File: src/rtl/flash_cmd_pkg.sv
package flash_cmd_pkg;

  typedef enum logic [1:0] {
    MODE_ARRAY = 2'd0,
    MODE_IDENT = 2'd1,
    MODE_QUERY = 2'd2,
    MODE_SECID = 2'd3
  } mode_e;

  typedef enum logic [2:0] {
    OP_PROG = 3'd0,
    OP_SECT = 3'd1,
    OP_BLK  = 3'd2,
    OP_CHIP = 3'd3,
    OP_SUSP = 3'd4,
    OP_RES  = 3'd5
  } op_e;

  localparam logic [14:0] UNLOCK_A   = 15'h5555;
  localparam logic [14:0] UNLOCK_B   = 15'h2AAA;
  localparam int          SECTOR_LSB = 11;
  localparam int          BOOT_LSB   = 15;

  // clear the bits below lsb
  function automatic logic [31:0] align_down(input logic [31:0] a, input int lsb);
    return a & ~((32'd1 << lsb) - 32'd1);
  endfunction

  // boot block: bits above BOOT_LSB all zero (bottom) or all one (top)
  function automatic logic in_boot(input logic [31:0] a, input int aw, input logic top);
    logic [31:0] hi;
    logic [31:0] full;
    hi   = a >> BOOT_LSB;
    full = (32'd1 << (aw - BOOT_LSB)) - 32'd1;
    return top ? (hi == full) : (hi == 32'd0);
  endfunction

endpackage

File: src/rtl/flash_seq_tracker.sv
module flash_seq_tracker
  import flash_cmd_pkg::*;
(
  input  logic        clk,
  input  logic        rst,
  input  logic        wr_en,
  input  logic [14:0] cmd_addr,
  input  logic [7:0]  cmd_data,
  input  logic        busy,
  output logic        ev_valid,
  output op_e         ev_kind,
  output logic        ev_mode_wr,
  output mode_e       ev_mode_val
);
  localparam int STEP_W = 3;

  logic [STEP_W-1:0] step_q, step_d;
  logic [1:0]        pend_q, pend_d;   // [0] program armed, [1] erase armed
  logic              at_a, at_b, abort;

  assign at_a = (cmd_addr == UNLOCK_A);
  assign at_b = (cmd_addr == UNLOCK_B);

  always_comb begin
    step_d      = step_q;
    pend_d      = pend_q;
    ev_valid    = 1'b0;
    ev_kind     = OP_PROG;
    ev_mode_wr  = 1'b0;
    ev_mode_val = MODE_ARRAY;
    abort       = 1'b0;
    if (wr_en && busy) begin
      if (cmd_data == 8'hB0) begin
        ev_valid = 1'b1;
        ev_kind  = OP_SUSP;
      end
    end else if (wr_en) begin
      step_d = '0;
      pend_d = '0;
      case (step_q)
        3'd0: begin
          if (at_a && cmd_data == 8'hAA) step_d = 3'd1;
          else if (cmd_data == 8'hB0) begin ev_valid = 1'b1; ev_kind = OP_SUSP; end
          else if (cmd_data == 8'h30) begin ev_valid = 1'b1; ev_kind = OP_RES; end
          else abort = 1'b1;   // includes the single-write exit
        end
        3'd1: begin
          if (at_b && cmd_data == 8'h55) step_d = 3'd2;
          else abort = 1'b1;
        end
        3'd2: begin
          if (!at_a) abort = 1'b1;
          else begin
            case (cmd_data)
              8'hA0: begin step_d = 3'd3; pend_d = 2'b01; end
              8'h80: begin step_d = 3'd3; pend_d = 2'b10; end
              8'h90: begin ev_mode_wr = 1'b1; ev_mode_val = MODE_IDENT; end
              8'h98: begin ev_mode_wr = 1'b1; ev_mode_val = MODE_QUERY; end
              8'h88: begin ev_mode_wr = 1'b1; ev_mode_val = MODE_SECID; end
              default: abort = 1'b1;   // includes 0xF0 exit
            endcase
          end
        end
        3'd3: begin
          if (pend_q[0]) begin ev_valid = 1'b1; ev_kind = OP_PROG; end
          else if (at_a && cmd_data == 8'hAA) begin step_d = 3'd4; pend_d = pend_q; end
          else abort = 1'b1;
        end
        3'd4: begin
          if (at_b && cmd_data == 8'h55) begin step_d = 3'd5; pend_d = pend_q; end
          else abort = 1'b1;
        end
        3'd5: begin
          if (cmd_data == 8'h30) begin ev_valid = 1'b1; ev_kind = OP_SECT; end
          else if (cmd_data == 8'h50) begin ev_valid = 1'b1; ev_kind = OP_BLK; end
          else if (cmd_data == 8'h10 && at_a) begin ev_valid = 1'b1; ev_kind = OP_CHIP; end
          else abort = 1'b1;
        end
        default: abort = 1'b1;
      endcase
      if (abort) begin
        ev_mode_wr  = 1'b1;
        ev_mode_val = MODE_ARRAY;
      end
    end
  end

  always_ff @(posedge clk) begin
    if (rst) begin
      step_q <= '0;
      pend_q <= '0;
    end else begin
      step_q <= step_d;
      pend_q <= pend_d;
    end
  end

  a_r8_step_range: assert property (@(posedge clk) disable iff (rst) step_q <= 3'd5);
  a_r8_pend_onehot: assert property (@(posedge clk) disable iff (rst) $onehot0(pend_q));
  a_r10_busy_hold: assert property (@(posedge clk) disable iff (rst)
    (busy && wr_en) |=> $stable(step_q));
  a_r2_armed_step: assert property (@(posedge clk) disable iff (rst)
    (pend_q != 2'b00) |-> (step_q >= 3'd3));

endmodule

File: src/rtl/flash_op_gate.sv
module flash_op_gate
  import flash_cmd_pkg::*;
#(
  parameter int ADDR_W   = 21,
  parameter int DATA_W   = 16,
  parameter bit BOOT_TOP = 1'b0
) (
  input  logic              clk,
  input  logic              rst,
  input  logic              ev_valid,
  input  op_e               ev_kind,
  input  logic [ADDR_W-1:0] wr_addr,
  input  logic [DATA_W-1:0] wr_data,
  input  logic              wp_n,
  output logic              op_valid,
  output op_e               op_kind,
  output logic [ADDR_W-1:0] op_addr,
  output logic [DATA_W-1:0] op_data
);
  logic              blocked;
  logic              tgt_boot;
  logic [ADDR_W-1:0] tgt_addr;
  logic [DATA_W-1:0] tgt_data;

  assign tgt_boot = in_boot(32'(wr_addr), ADDR_W, BOOT_TOP);

  always_comb begin
    blocked  = 1'b0;
    tgt_addr = '0;
    tgt_data = '0;
    case (ev_kind)
      OP_PROG: begin
        tgt_addr = wr_addr;
        tgt_data = wr_data;
        blocked  = !wp_n && tgt_boot;
      end
      OP_SECT: begin
        tgt_addr = ADDR_W'(align_down(32'(wr_addr), SECTOR_LSB));
        blocked  = !wp_n && tgt_boot;
      end
      OP_BLK: begin
        tgt_addr = ADDR_W'(align_down(32'(wr_addr), BOOT_LSB));
        blocked  = !wp_n && tgt_boot;
      end
      OP_CHIP: blocked = !wp_n;
      default: ;
    endcase
  end

  always_ff @(posedge clk) begin
    if (rst) begin
      op_valid <= 1'b0;
      op_kind  <= OP_PROG;
      op_addr  <= '0;
      op_data  <= '0;
    end else begin
      op_valid <= ev_valid && !blocked;
      op_kind  <= ev_kind;
      op_addr  <= tgt_addr;
      op_data  <= tgt_data;
    end
  end

  a_r9_no_chip_when_locked: assert property (@(posedge clk) disable iff (rst)
    (op_valid && !$past(wp_n)) |-> (op_kind != OP_CHIP));
  a_r9_no_boot_when_locked: assert property (@(posedge clk) disable iff (rst)
    (op_valid && !$past(wp_n) && op_kind inside {OP_PROG, OP_SECT, OP_BLK})
      |-> !in_boot(32'(op_addr), ADDR_W, BOOT_TOP));
  a_r3_erase_no_data: assert property (@(posedge clk) disable iff (rst)
    (op_valid && op_kind != OP_PROG) |-> (op_data == '0));

endmodule

File: src/rtl/flash_mode_reg.sv
module flash_mode_reg
  import flash_cmd_pkg::*;
(
  input  logic  clk,
  input  logic  rst,
  input  logic  set,
  input  mode_e val,
  output mode_e mode
);
  always_ff @(posedge clk) begin
    if (rst)      mode <= MODE_ARRAY;
    else if (set) mode <= val;
  end
endmodule

File: src/rtl/flash_cmd_decoder.sv
module flash_cmd_decoder
  import flash_cmd_pkg::*;
#(
  parameter int ADDR_W   = 21,
  parameter int DATA_W   = 16,
  parameter bit BOOT_TOP = 1'b0
) (
  input  logic              clk,
  input  logic              rst,
  input  logic              wr_en,
  input  logic [ADDR_W-1:0] wr_addr,
  input  logic [DATA_W-1:0] wr_data,
  input  logic              busy,
  input  logic              wp_n,
  output logic              op_valid,
  output logic [2:0]        op_kind,
  output logic [ADDR_W-1:0] op_addr,
  output logic [DATA_W-1:0] op_data,
  output logic [1:0]        mode
);
  logic  ev_valid;
  op_e   ev_kind;
  logic  ev_mode_wr;
  mode_e ev_mode_val;
  op_e   kind_q;
  mode_e mode_q;

  flash_seq_tracker u_seq (
    .clk        (clk),
    .rst        (rst),
    .wr_en      (wr_en),
    .cmd_addr   (wr_addr[14:0]),
    .cmd_data   (wr_data[7:0]),
    .busy       (busy),
    .ev_valid   (ev_valid),
    .ev_kind    (ev_kind),
    .ev_mode_wr (ev_mode_wr),
    .ev_mode_val(ev_mode_val)
  );

  flash_op_gate #(.ADDR_W(ADDR_W), .DATA_W(DATA_W), .BOOT_TOP(BOOT_TOP)) u_gate (
    .clk     (clk),
    .rst     (rst),
    .ev_valid(ev_valid),
    .ev_kind (ev_kind),
    .wr_addr (wr_addr),
    .wr_data (wr_data),
    .wp_n    (wp_n),
    .op_valid(op_valid),
    .op_kind (kind_q),
    .op_addr (op_addr),
    .op_data (op_data)
  );

  flash_mode_reg u_mode (
    .clk (clk),
    .rst (rst),
    .set (ev_mode_wr),
    .val (ev_mode_val),
    .mode(mode_q)
  );

  assign op_kind = kind_q;
  assign mode    = mode_q;

  a_r10_busy_mode: assert property (@(posedge clk) disable iff (rst)
    busy |=> $stable(mode));
  a_r11_kind_legal: assert property (@(posedge clk) disable iff (rst)
    op_valid |-> (op_kind <= 3'd5));
  a_r10_busy_only_suspend: assert property (@(posedge clk) disable iff (rst)
    busy |=> (!op_valid || op_kind == 3'd4));

endmodule

File: config.mk
export PLATFORM = sky130hd
export DESIGN_NAME = flash_cmd_decoder
export DESIGN_NICKNAME = d
export VERILOG_FILES = /design/src/rtl/flash_cmd_pkg.sv /design/src/rtl/flash_seq_tracker.sv /design/src/rtl/flash_op_gate.sv /design/src/rtl/flash_mode_reg.sv /design/src/rtl/flash_cmd_decoder.sv
export SDC_FILE = /design/constraint.sdc
export NUM_CORES = 1
export LEC_CHECK = 0
export ABC_AREA = 1
export CORE_MARGIN = 4
export CORE_UTILIZATION = 45
export CTS_BUF_LIST = sky130_fd_sc_hd__clkbuf_16
export DETAILED_ROUTE_END_ITERATION = 8
export DONT_BUFFER_PORTS = 1
export HOLD_SLACK_MARGIN = 0.06
export PLACE_DENSITY = 0.61
export SYNTH_ARGS = -nofsm -noshare
export SYNTH_HDL_FRONTEND = slang
export SYNTH_SLANG_ARGS = --single-unit
File: constraint.sdc
create_clock -name clk -period 1.3 [get_ports clk]
set_input_delay 0.26 -clock clk [delete_from_list [all_inputs] [get_ports clk]]
set_output_delay 0.26 -clock clk [all_outputs]
set_load 0.05 [all_outputs]
### Word level (Yosys, flattened, before mapping)

Index checks and enable logic that the tools add are counted.

| storage, ports and cells | value |
|---|---|
| bits in registers | 47 |
| output and inout bits | 43 |
| bits of input ports | 42 |
| word-level logic and storage cells | 112 |

| operators by class | value |
|---|---|
| reductions and logical operators | 19 |
| bitwise operators | 2 |
| eq/ne operators | 22 |
| mux-type cells | 62 |

Operators by type and width:

| operator | count |
|---|---|
| one-hot mux 21 bit (3 select lines) | 1 |
| == test 8 bit, second input constant | 7 |
| two-way mux 3 bit | 12 |
| two-way mux 1 bit | 33 |
| zero test 32 bit | 1 |
| == test 8 x 7 -> 1 bit, second input constant | 2 |
| two-way mux 2 bit | 8 |
| == test 15 x 14 -> 1 bit, second input constant | 1 |
| == test 15 bit, second input constant | 1 |
| one-hot mux 3 bit (5 select lines) | 1 |
| == test 3 x 2 -> 1 bit, second input constant | 4 |
| == test 8 x 5 -> 1 bit, second input constant | 1 |
| == test 8 x 6 -> 1 bit, second input constant | 1 |
| == test 3 x 1 -> 1 bit, second input constant | 2 |
| == test 3 bit, second input constant | 2 |
| logical AND 1 bit | 6 |
| zero test 3 bit | 2 |
| one-hot mux 1 bit (3 select lines) | 2 |
| one-hot mux 2 bit (3 select lines) | 1 |
| one-hot mux 3 bit (2 select lines) | 1 |
| OR reduction 2 bit | 3 |
| OR reduction 3 bit | 2 |
| one-hot mux 1 bit (5 select lines) | 1 |
| OR reduction 5 bit | 1 |
| 6 further kinds | 9 |

### Longest topological paths before layout

Gate-level depths: netlist (run 1).

| logic depth | value |
|---|---|
| word-level depth | 13 |
| gate-level depth with buffers | 14 |
| mapped depth without buffers | 14 |

### Cells and area by module

Synthesis (run 1) repeated with hierarchy kept, for this count alone.

| second synthesis, totals | value |
|---|---|
| cell total of the unflattened synthesis | 329 |
| area, all modules | 2,218.4 sq um |

By module, submodules not included:

| module | times used | cells each | area an instance (sq um) | sequential area each (sq um) |
|---|---|---|---|---|
| flash_op_gate | 1 | 136 | 1,273.7 | 820.8 |
| flash_seq_tracker | 1 | 180 | 863.3 | 80.1 |
| flash_mode_reg | 1 | 13 | 81.3 | 40.0 |

### Worst setup path before layout (run 1)

No wires, ideal clock.

| timing path | value |
|---|---|
| path kind | register to register |
| start | register u_seq.step_q[0] |
| end | register u_gate.op_addr[0] |
| path buffers | 1 |
| data required time | 1,181 ps |
| setup time | 119 ps |
| arrival | 1,299 ps |
| clock period less this slack | 1,418 ps |
| slack | -118 ps |
| stages on the path, launching flop included | 11 |
| cell sequence | dfxtp_1 inv_2 nor2_1 inv_1 nor2_1 nand2_1 inv_2 nand3_1 nand3_4 buf_6 nor3b_2 |

| on the way | value |
|---|---|
| longest elaborated chain between the ends | 6 |
| elaborated cells on any way between the ends | 9 |
| classes of those cells | eq/ne: 3; mux: 4; reduce/logical: 2 |

RTL lines:

| what | line | RTL |
|---|---|---|
| from (decl) | flash_seq_tracker.sv:17 | `logic [STEP_W-1:0] step_q, step_d;` |
| from (signal assigned) | flash_seq_tracker.sv:93 | `step_q <= step_d;` |
| == test 3 bit / zero test 3 bit (equally long branches) | flash_seq_tracker.sv:40 | `case (step_q)` |
| one-hot mux 3 bit (2 select lines) (*) | flash_seq_tracker.sv:40 |  |
| two-way mux 3 bit (*) | flash_seq_tracker.sv:37 | `end else if (wr_en) begin` |
| two-way mux 3 bit (*) | flash_seq_tracker.sv:32 | `if (wr_en && busy) begin` |
| == test 3 x 2 -> 1 bit, or another cell as far along | flash_op_gate.sv:31 | `case (ev_kind)` |
| one-hot mux 21 bit (3 select lines) (*) | flash_op_gate.sv:31 |  |
| to (signal assigned) | flash_op_gate.sv:59 | `op_addr <= tgt_addr;` |
| to (decl) | flash_op_gate.sv:17 | `output logic [ADDR_W-1:0] op_addr,` |

Every way passes the cells marked *; elsewhere a longest branch is shown, timed or not.
A chain may end at the register's enable or synchronous reset.

### Final worst setup path (run 1)

| timing path | value |
|---|---|
| start | register u_seq.step_q[1] |
| end | register u_mode.mode[1] |

| on the way | value |
|---|---|
| longest elaborated chain between the ends | 8 |
| elaborated cells on any way between the ends | 18 |
| classes of those cells | eq/ne: 5; mux: 11; reduce/logical: 2 |

RTL lines:

| what | line | RTL |
|---|---|---|
| == test 3 x 1 -> 1 bit / == test 3 bit (equally long branches) | flash_seq_tracker.sv:40 |  |
| OR reduction 2 bit (no line) | - |  |
| one-hot mux 1 bit (5 select lines) | flash_seq_tracker.sv:40 |  |
| two-way mux 1 bit | flash_seq_tracker.sv:37 |  |
| two-way mux 1 bit | flash_seq_tracker.sv:32 |  |
| two-way mux 2 bit / two-way mux 1 bit (equally long branches) | flash_seq_tracker.sv:81 | `if (abort) begin` |
| two-way mux 2 bit / two-way mux 1 bit (equally long branches) | flash_seq_tracker.sv:37 |  |
| two-way mux 2 bit / two-way mux 1 bit (equally long branches) | flash_seq_tracker.sv:32 |  |
| to (signal assigned) | flash_mode_reg.sv:12 | `else if (set) mode <= val;` |
| to (decl) | flash_mode_reg.sv:8 | `output mode_e mode` |

Several ways; a longest one is shown, not always the timed one. The select of a mux whose other input is x is not followed.

==> impl_metrics.yaml, run 1 <==
cts:
  ctsHtreeMaxLevel: 2
  clock-sinks: 47
  clockBufferDepth: 2
  path_clk_slew_ps: 60
  cts_tree: "done"
  numCtsBuffers: 5
  cts_root_buf: "clkbuf_16"
  clkLatencyLatePin_ps: 280
power:
  p_clk_frac: 0.439
  switching_share: 0.2507
  p_int_uw: 2749
  seqPwrFrac: 0.481
  ir_drop_v: 0.0006203
  power.leakage_uw: 0.001465
  combPwrFrac: 0.080
  power_switching_uw: 919.5
  power.density_mw_per_mm2: 1110
yosys:
  synth_nets: 336
  seq_area_frac_synth: 0.4123
  syn-cell-area_mm2: 0.002282
  synth_area_per_cell_um2: 7.763
  synthDistinctLibCells: 27
  yosys_warnings: 0
  synth_seq_cells: 47
  synthCells: 294
setup_path:
  crit_path_start_kind: "register"
  cp_max_fo: 3
  crit_path_end_kind: "register"
  required_ps: 1480
  regToRegSetupSlack_ps: -230
  arrival_ps: 1710
  criticalPathCategory: "register to register"
global_route:
  top_usage_layer: "met2"
  use_met1: 0.2258
  grt_util_met3: 0.05102
  grt_pass1_wl_mm: 9.708
  overflow: 0
  antenna_found_initial: 0
  grt_use_met2: 0.3409
  grt_max_degree: 18
  grt_usage: 0.1942
  first_global_vias: 2098
run:
  cap_violations: 0
route:
  drtIter0Drc: 74
  wl_per_cell_um: 14.69
  viasPerCell: 4.911
  vias: 2102
  drt_pass1_iterations: 4
  routed_wl_mm: 6.288
  ant_nets: 0
  drc: 0
floorplan:
  dieArea_mm2: 0.006275
  die-height_um: 79.22
  die_x_um: 79.22
  start_util: 0.4738
  coreArea_mm2: 0.004817
  num_rows: 25
  io_pins: 85
outcome:
  violations: "setup timing"
  status: "complete, but fails checks"
timing:
  fin_crit_sh: 1.178
  maxSlewViolCount: 0
  tns_ps: -7612
  setup_viol: 43
  finalClockSkew_ps: 4.597
  fmax_mhz: 652.8
  rsz0062_at_grt: "yes"
  min_period_ps: 1532
  worst_slack_ps: -231.8
  timing.final.hold_violations: 0
  worstMarginPinSlew_ps: 619.6
  maxSlewHeadroom: 0.5856
cells_and_area:
  syn_to_final_growth_pct: 44.85
  fin_nets: 402
  fin_cells: 428
  mostFrequentLayoutCells: "nand2_1, buf_4, dfxtp_1"
  final_core_util: 0.6862
  n_antenna_cell: 0
  drive_gt1_frac: 0.4737
  layout_commonest_cell: "nand2_1"
hold_path:
  min_path_type: "input pin to register"
place:
  dp_cells: 405
  dp.final_hpwl_mm: 4.287
  routabilityCongestion: 0.8311
  io_buffers: 0
## routing by layer
layer	vias to the layer above	routed length (um)
met1	959	2480
met4	0	86
met3	9	460
met2	71	3262
met5	-	0
li1	1063	-
## registers in the layout (all words and copies together) (netlist names)
register and count:
u_gate.op_valid 1, u_seq.step_q 3, u_gate.op_kind 3, u_gate.op_data 16
u_mode.mode 2, u_gate.op_addr 21, u_seq.pend_q 1
## worst max-delay path, stage by stage, from the launching register on
cell and delay, ps:
dfxtp_2 330, buf_4 130, buf_6 120, nand2_8 70
nor2_4 40, nand2_2 70, nand2_1 70, nand2_1 80
nand2_1 70, nor2_2 120, nand3_2 120, a21oi_1 130
nor2_1 60
## power by group through the flow
| stage | Sequential, uW | Clock, uW | Combinational [uW] |
|---|---|---|---|
| global placement | 1800 | 0 | 255 |
| floorplan | 1790 | 0 | 178 |
| CTS | 1770 | 1630 | 271 |
| detailed placement | 1800 | 0 | 260 |
| finish | 1760 | 1610 | 295 |
| global route | 1770 | 1700 | 330 |
## synth_stat cells
master | count | area share
nand2_1 | 65 | 0.11
nor2_1 | 49 | 0.081
dfxtp_1 | 47 | 0.41
inv_1 | 28 | 0.046
nand3_1 | 20 | 0.044
nor3_2 | 20 | 0.088
nor3b_2 | 11 | 0.060
inv_2 | 9 | 0.015
a21oi_1 | 7 | 0.015
nand2_2 | 6 | 0.016
buf_6 | 5 | 0.025
nor2_2 | 4 | 0.011
o21ai_0 | 4 | 0.0088
nor3_1 | 3 | 0.0066
clkbuf_1 | 2 | 0.0033
nand3_4 | 2 | 0.015
nand4_1 | 2 | 0.0055
a211oi_1 | 1 | 0.0033
nand2_4 | 1 | 0.0049
nand3_2 | 1 | 0.0044
nand3b_1 | 1 | 0.0033
nand4_2 | 1 | 0.0055
nor2_4 | 1 | 0.0049
nor3b_1 | 1 | 0.0033
nor4_1 | 1 | 0.0027
o211a_1 | 1 | 0.0044
o21ai_2 | 1 | 0.0038
## cell type report
type | instances | area (um^2)
clock buffers | 5 | 125.1
flip-flops and latches | 47 | 944.7
inverters | 37 | 157.7
well taps | 67 | 83.83
multi-input cells | 203 | 1323
repair buffers | 66 | 608.1
clock inverters | 3 | 63.81
fillers | 397 | 1511
## per-stage QoR
stage                     power, uW  instance area, um^2  hold WS (ps)  setup slack [ps]
after CTS                      3670                 3148         96.92            -152.4
after global placement         2052                 2766         327.7            -241.7
after global routing           3803                 3306         108.8            -297.4
after floorplan                1966                 2337         377.2            -55.71
final                          3669                 3306         101.2            -231.8
after detailed placement       2057                 2766         331.6            -244.2
## logic make-up (layout without fill, tap and decap cells)
| logic type | after synthesis | count (layout) | share of synthesized area |
|---|---|---|---|
| simple gates | 189 | 189 | 0.4633 |
| flops | 47 | 47 | 0.4123 |
| buf+inv | 44 | 111 | 0.08881 |
| compound gates | 14 | 14 | 0.03564 |
## final timing paths
check / startpoint / end / cells past startpoint
max reg2reg: u_seq.step_q[1] / u_mode.mode[1] / 12
min reg2reg: u_seq.pend_q[0] / u_seq.pend_q[0] / 1
max: u_seq.step_q[1] / u_mode.mode[1] / 12
min: wr_addr[19] / u_gate.op_addr[19] / 2
## repair_timing
action,4_1_cts,5_1_grt
gates cloned,1,1
setup buffers,9,5
hold buffers,1,0
setup endpoints to repair,45,46
resized for setup,20,38
pin swaps,10,19
hold endpoints to repair,9,0
No activity file was read; power rests on OpenSTA's default activity.
==> inputs of run 2 (changes only) <==
--- a/config.mk
+++ b/config.mk
@@ -6,13 +6,15 @@
 export NUM_CORES = 1
 export LEC_CHECK = 0
 export ABC_AREA = 1
+export CAP_MARGIN = 20
 export CORE_MARGIN = 4
-export CORE_UTILIZATION = 45
+export CORE_UTILIZATION = 46
 export CTS_BUF_LIST = sky130_fd_sc_hd__clkbuf_16
 export DETAILED_ROUTE_END_ITERATION = 8
 export DONT_BUFFER_PORTS = 1
 export HOLD_SLACK_MARGIN = 0.06
-export PLACE_DENSITY = 0.61
+export PLACE_DENSITY = 0.62
 export SYNTH_ARGS = -nofsm -noshare
 export SYNTH_HDL_FRONTEND = slang
 export SYNTH_SLANG_ARGS = --single-unit
+export TNS_END_PERCENT = 50
==> impl_metrics.yaml, run 2 (synthesis results as in run 1) <==
cts:
  cts_root_buf: "clkbuf_16"
  cts_tree: "done"
  clockBufferDepth: 2
  ctsHtreeMaxLevel: 2
  clkLatencyLatePin_ps: 280
  path_clk_slew_ps: 60
  clock-sinks: 47
  numCtsBuffers: 5
hold_path:
  min_to: "u_seq.step_q[2]"
  whs_path_depth: 1
  min_path_type: "input pin to register"
  min_from: "rst"
global_route:
  grt_usage: 0.1949
  grt_pass1_wl_mm: 9.501
  antenna_found_initial: 0
  first_global_vias: 2053
  grt_max_degree: 17
  overflow: 0
cells_and_area:
  mostFrequentLayoutCells: "nand2_1, buf_4, dfxtp_1"
  largest_reg_flops: 21
  regMostFlops: "u_gate.op_addr"
  layout_commonest_cell: "nand2_1"
  syn_to_final_growth_pct: 39.58
  fill_cells: 391
  reg_top3: "u_gate.op_addr x21, u_gate.op_data x16"
  fin_area_mm2: 0.003186
  n_antenna_cell: 0
  fin_nets: 397
  drive_gt1_frac: 0.4607
place:
  routabilityCongestion: 0.8996
  dp.final_hpwl_mm: 4.536
  io_buffers: 0
  dpl_worst_slack_ps: -242.4
  dpl_cell_area_mm2: 0.002796
route:
  viasPerCell: 4.950
  wl_per_cell_um: 14.29
  routed_wl_mm: 6.046
  drtIter0Drc: 93
  vias: 2094
  drt_pass1_iterations: 4
  drc: 0
  ant_nets: 0
setup_path:
  arrival_ps: 1590
  regToRegSetupSlack_ps: -110
  required_ps: 1480
  crit_path_start_kind: "register"
  r2r_cells: 10
  crit_path_end_kind: "register"
  worst_r2r_endpoint: "u_gate.op_data[1]"
  cp_max_fo: 7
  timing.rr.start: "u_seq.step_q[0]"
  criticalPathCategory: "register to register"
power:
  power_switching_uw: 904.1
  p_clk_frac: 0.406
  power.density_mw_per_mm2: 1085
  seqPwrFrac: 0.509
  combPwrFrac: 0.085
  power.leakage_uw: 0.001413
  ir_drop_v: 0.0004539
  fin_total_pwr_uw: 3456
  p_int_uw: 2552
  switching_share: 0.2616
timing:
  worstMarginPinSlew_ps: 527.9
  min_period_ps: 1412
  timing.final.hold_violations: 0
  fmax_mhz: 708.4
  worst_slack_ps: -111.6
  maxSlewViolCount: 0
  fin_crit_sh: 1.086
  rsz0062_at_grt: "yes"
  finalClockSkew_ps: 4.479
  maxSlewHeadroom: 0.6476
  setup_viol: 41
floorplan:
  die-height_um: 78.44
  dieArea_mm2: 0.006152
  num_rows: 25
  die_x_um: 78.44
  io_pins: 85
  coreArea_mm2: 0.004755
  start_util: 0.4800
outcome:
  status: "complete, but fails checks"
  violations: "setup timing"
run:
  cap_violations: 0
run 2: changes by cell type in the layout (fill, tap and decap cells not counted), sizes merged:
cell / previous run / this run
buf: 64 / 59
clkinv: 0 / 2
bufinv: 2 / 1
clkbuf: 6 / 7
dlygate4sd3: 1 / 0
inv: 37 / 36
run 2: per-layer routing:
layer | track usage | routed length, um
met5 | 0 | 0
met3 | 0.05161 | 439
met4 | 0.06643 | 81
met2 | 0.3450 | 3121
met1 | 0.2264 | 2404
run 2: worst max-delay path, cell delays in order, from the launching register on:
cell,delay (ps)
dfxtp_2,350
inv_4,50
nor2_4,120
inv_2,60
nor2_4,110
nand2_2,70
inv_4,80
nand3_4,90
nand3_4,150
clkbuf_16,180
nor3_2,40
run 2: area by class of cell:
type,instances,area (um^2),share of cell area
flip-flops and latches,47,949.7,0.2981
inverters,37,155.1,0.04870
well taps,67,83.83,0.02632
multi-input cells,203,1284,0.4030
repair buffers,61,549.3,0.1724
clock buffers,5,125.1,0.03928
clock inverters,3,38.79,0.01218
run 2: worst max path at each step:
stage	startpoint	to	slack [ps]	cells after the start
5_1_grt	u_seq.step_q[0]	u_gate.op_addr[10]	-190	10
3_5_place_dp	wr_data[6]	u_mode.mode[1]	-240	11
6_report	u_seq.step_q[0]	u_gate.op_data[1]	-110	10
3_3_place_gp	wr_addr[6]	u_gate.op_data[3]	-250	11
4_1_cts	u_seq.step_q[0]	u_gate.op_addr[4]	-100	10
2_1_floorplan	wr_data[6]	u_gate.op_data[11]	-60	9
run 2: stage by stage:
stage                     hold slack [ps]    util  TNS (ps)  instances
final                               34.40  0.6700     -3154        423
after global routing                19.88  0.6700     -7041        423
after CTS                           30.02  0.6411     -2630        419
after detailed placement            327.2  0.5882     -9494        409
after global placement              326.0  0.5882     -9241        409
after floorplan                     377.2       -     -1263        294
run 2: power groups by stage:
stage / Clock [uW] / Combinational, uW / Sequential, uW
after detailed placement: 0 / 275 / 1800
final: 1400 / 293 / 1760
after global routing: 1500 / 328 / 1760
after CTS: 1440 / 278 / 1760
after floorplan: 0 / 178 / 1790
after global placement: 0 / 272 / 1800
run 2: timing repair:
action                                  in CTS  in global routing
endpoints found under the hold margin        9                  9
endpoints found under the setup margin      45                 46
pin swaps                                    5                 18
gates cloned                                 0                  2
resized for setup                           24                 19
buffers inserted                             2                  2
==> inputs of run 3 (changes only) <==
--- a/config.mk
+++ b/config.mk
@@ -7,9 +7,10 @@
 export LEC_CHECK = 0
 export ABC_AREA = 1
 export CAP_MARGIN = 20
-export CORE_MARGIN = 4
+export CORE_MARGIN = 2
 export CORE_UTILIZATION = 46
 export CTS_BUF_LIST = sky130_fd_sc_hd__clkbuf_16
+export CTS_CLUSTER_DIAMETER = 200
 export DETAILED_ROUTE_END_ITERATION = 8
 export DONT_BUFFER_PORTS = 1
 export HOLD_SLACK_MARGIN = 0.06
==> impl_metrics.yaml, run 3 (synthesis results as in run 1) <==
power:
  p_int_uw: 2558
  switching_share: 0.2703
  seqPwrFrac: 0.501
  ir_drop_v: 0.0007645
  power.leakage_uw: 0.001419
  power.density_mw_per_mm2: 1090
  combPwrFrac: 0.082
  p_clk_frac: 0.416
  power_switching_uw: 947.3
floorplan:
  dieArea_mm2: 0.005541
  die_x_um: 74.44
  num_rows: 25
  die-height_um: 74.44
  start_util: 0.4800
  coreArea_mm2: 0.004755
  io_pins: 85
cells_and_area:
  fin_nets: 396
  drive_gt1_frac: 0.4620
  reg_top3: "u_gate.op_addr x21, u_gate.op_data x16"
  largest_reg_flops: 21
  n_antenna_cell: 0
  syn_to_final_growth_pct: 40.95
  fill_cells: 402
  fin_cells: 422
  layout_commonest_cell: "nand2_1"
  regMostFlops: "u_gate.op_addr"
  mostFrequentLayoutCells: "nand2_1, buf_4, dfxtp_1"
setup_path:
  cp_max_fo: 11
  criticalPathCategory: "register to register"
  timing.rr.start: "u_seq.step_q[0]"
  worst_r2r_endpoint: "u_gate.op_data[0]"
  crit_path_start_kind: "register"
  regToRegSetupSlack_ps: -130
  r2r_cells: 10
  crit_end: "u_gate.op_data[0]"
  required_ps: 1480
  arrival_ps: 1610
  crit_start: "u_seq.step_q[0]"
  crit_path_end_kind: "register"
place:
  dp_cells: 404
  routabilityCongestion: 0.8993
  dpl_worst_slack_ps: -260.3
  dp.final_hpwl_mm: 4.209
  io_buffers: 0
global_route:
  overflow: 0
  first_global_vias: 1961
  grt_usage: 0.2125
  antenna_found_initial: 0
  grt_max_degree: 19
  grt_pass1_wl_mm: 8.970
route:
  drtIter0Drc: 57
  viasPerCell: 4.927
  wl_per_cell_um: 14.17
  drt_pass1_iterations: 4
  ant_nets: 0
  drc: 0
  vias: 2079
  routed_wl_mm: 5.978
cts:
  cts_tree: "done"
  ctsHtreeMaxLevel: 2
  path_clk_slew_ps: 70
  clkLatencyLatePin_ps: 290
  numCtsBuffers: 5
  cts_root_buf: "clkbuf_16"
  clock-sinks: 47
  clockBufferDepth: 2
timing:
  maxSlewViolCount: 0
  worstMarginPinSlew_ps: 527.7
  setup_viol: 43
  maxSlewHeadroom: 0.6477
  timing.final.hold_violations: 0
  fin_crit_sh: 1.100
  worst_slack_ps: -129.4
  min_period_ps: 1429
  rsz0062_at_grt: "yes"
  finalClockSkew_ps: 7.830
  fmax_mhz: 699.6
run:
  cap_violations: 0
hold_path:
  min_path_type: "input pin to register"
  whs_path_depth: 1
outcome:
  violations: "setup timing"
  status: "complete, but fails checks"
-- run 3: cell count changes in the layout (fill, tap and decap cells not counted), sizes merged --
cell    before  now
clkbuf       7    8
buf         59   57
-- run 3: final cells by class --
cell class	instances	area (um^2)	area share
clock buffers	5	125.1	0.03890
inverters	37	157.7	0.04901
repair buffers	60	564.3	0.1754
multi-input cells	203	1292	0.4018
flip-flops and latches	47	949.7	0.2952
clock inverters	3	43.79	0.01361
well taps	67	83.83	0.02606
-- run 3: metal layers --
metal / up-vias / track usage / share of wire
met3: 7 / 0.04607 / 0.055
met4: 0 / 0.06349 / 0.013
met1: 967 / 0.2589 / 0.43
met2: 52 / 0.3746 / 0.50
li1: 1053 / - / -
met5: - / 0 / 0
-- run 3: power by group through the flow --
stage | Combinational, uW | Sequential (uW) | Clock [uW]
2_1_floorplan | 178 | 1790 | 0
3_3_place_gp | 261 | 1790 | 0
3_5_place_dp | 266 | 1800 | 0
4_1_cts | 269 | 1760 | 1470
5_1_grt | 317 | 1760 | 1540
6_report | 288 | 1760 | 1460
-- run 3: how the worst min path moves through the flow --
stage	from	endpoint	slack [ps]
after floorplan	wr_data[3]	u_gate.op_data[3]	380
after global placement	rst	u_seq.step_q[0]	330
after detailed placement	rst	u_seq.step_q[0]	330
after CTS	rst	u_seq.step_q[1]	30
after global routing	rst	u_seq.step_q[1]	20
final	rst	u_gate.op_kind[1]	30
-- run 3: critical path, stage by stage (launching register included) --
cell	delay, ps
dfxtp_2	350
inv_4	60
nor2_4	110
inv_2	60
nor2_4	100
nand2_2	70
inv_4	80
nand3_4	90
nand3_4	170
buf_12	180
nor3_2	50
-- run 3: repair_timing --
item / CTS / global route
gates cloned: 1 / 3
resized for setup: 26 / 27
setup buffers: 7 / 2
pin swaps: 7 / 17
endpoints found under the hold margin: 9 / 9
setup endpoints to repair: 46 / 46
-- run 3: per-stage QoR --
step                      hold slack, ps  TNS (ps)  area (um^2)  power, uW    util
final                              26.18     -4188         3217       3505  0.6766
after global routing               22.23     -8320         3217       3625  0.6766
after CTS                          28.45     -2968         3093       3500  0.6505
after detailed placement           327.8    -10500         2759       2062  0.5803
after global placement             327.3     -9778         2759       2056  0.5803
after floorplan                    377.2     -1263         2337       1966       -
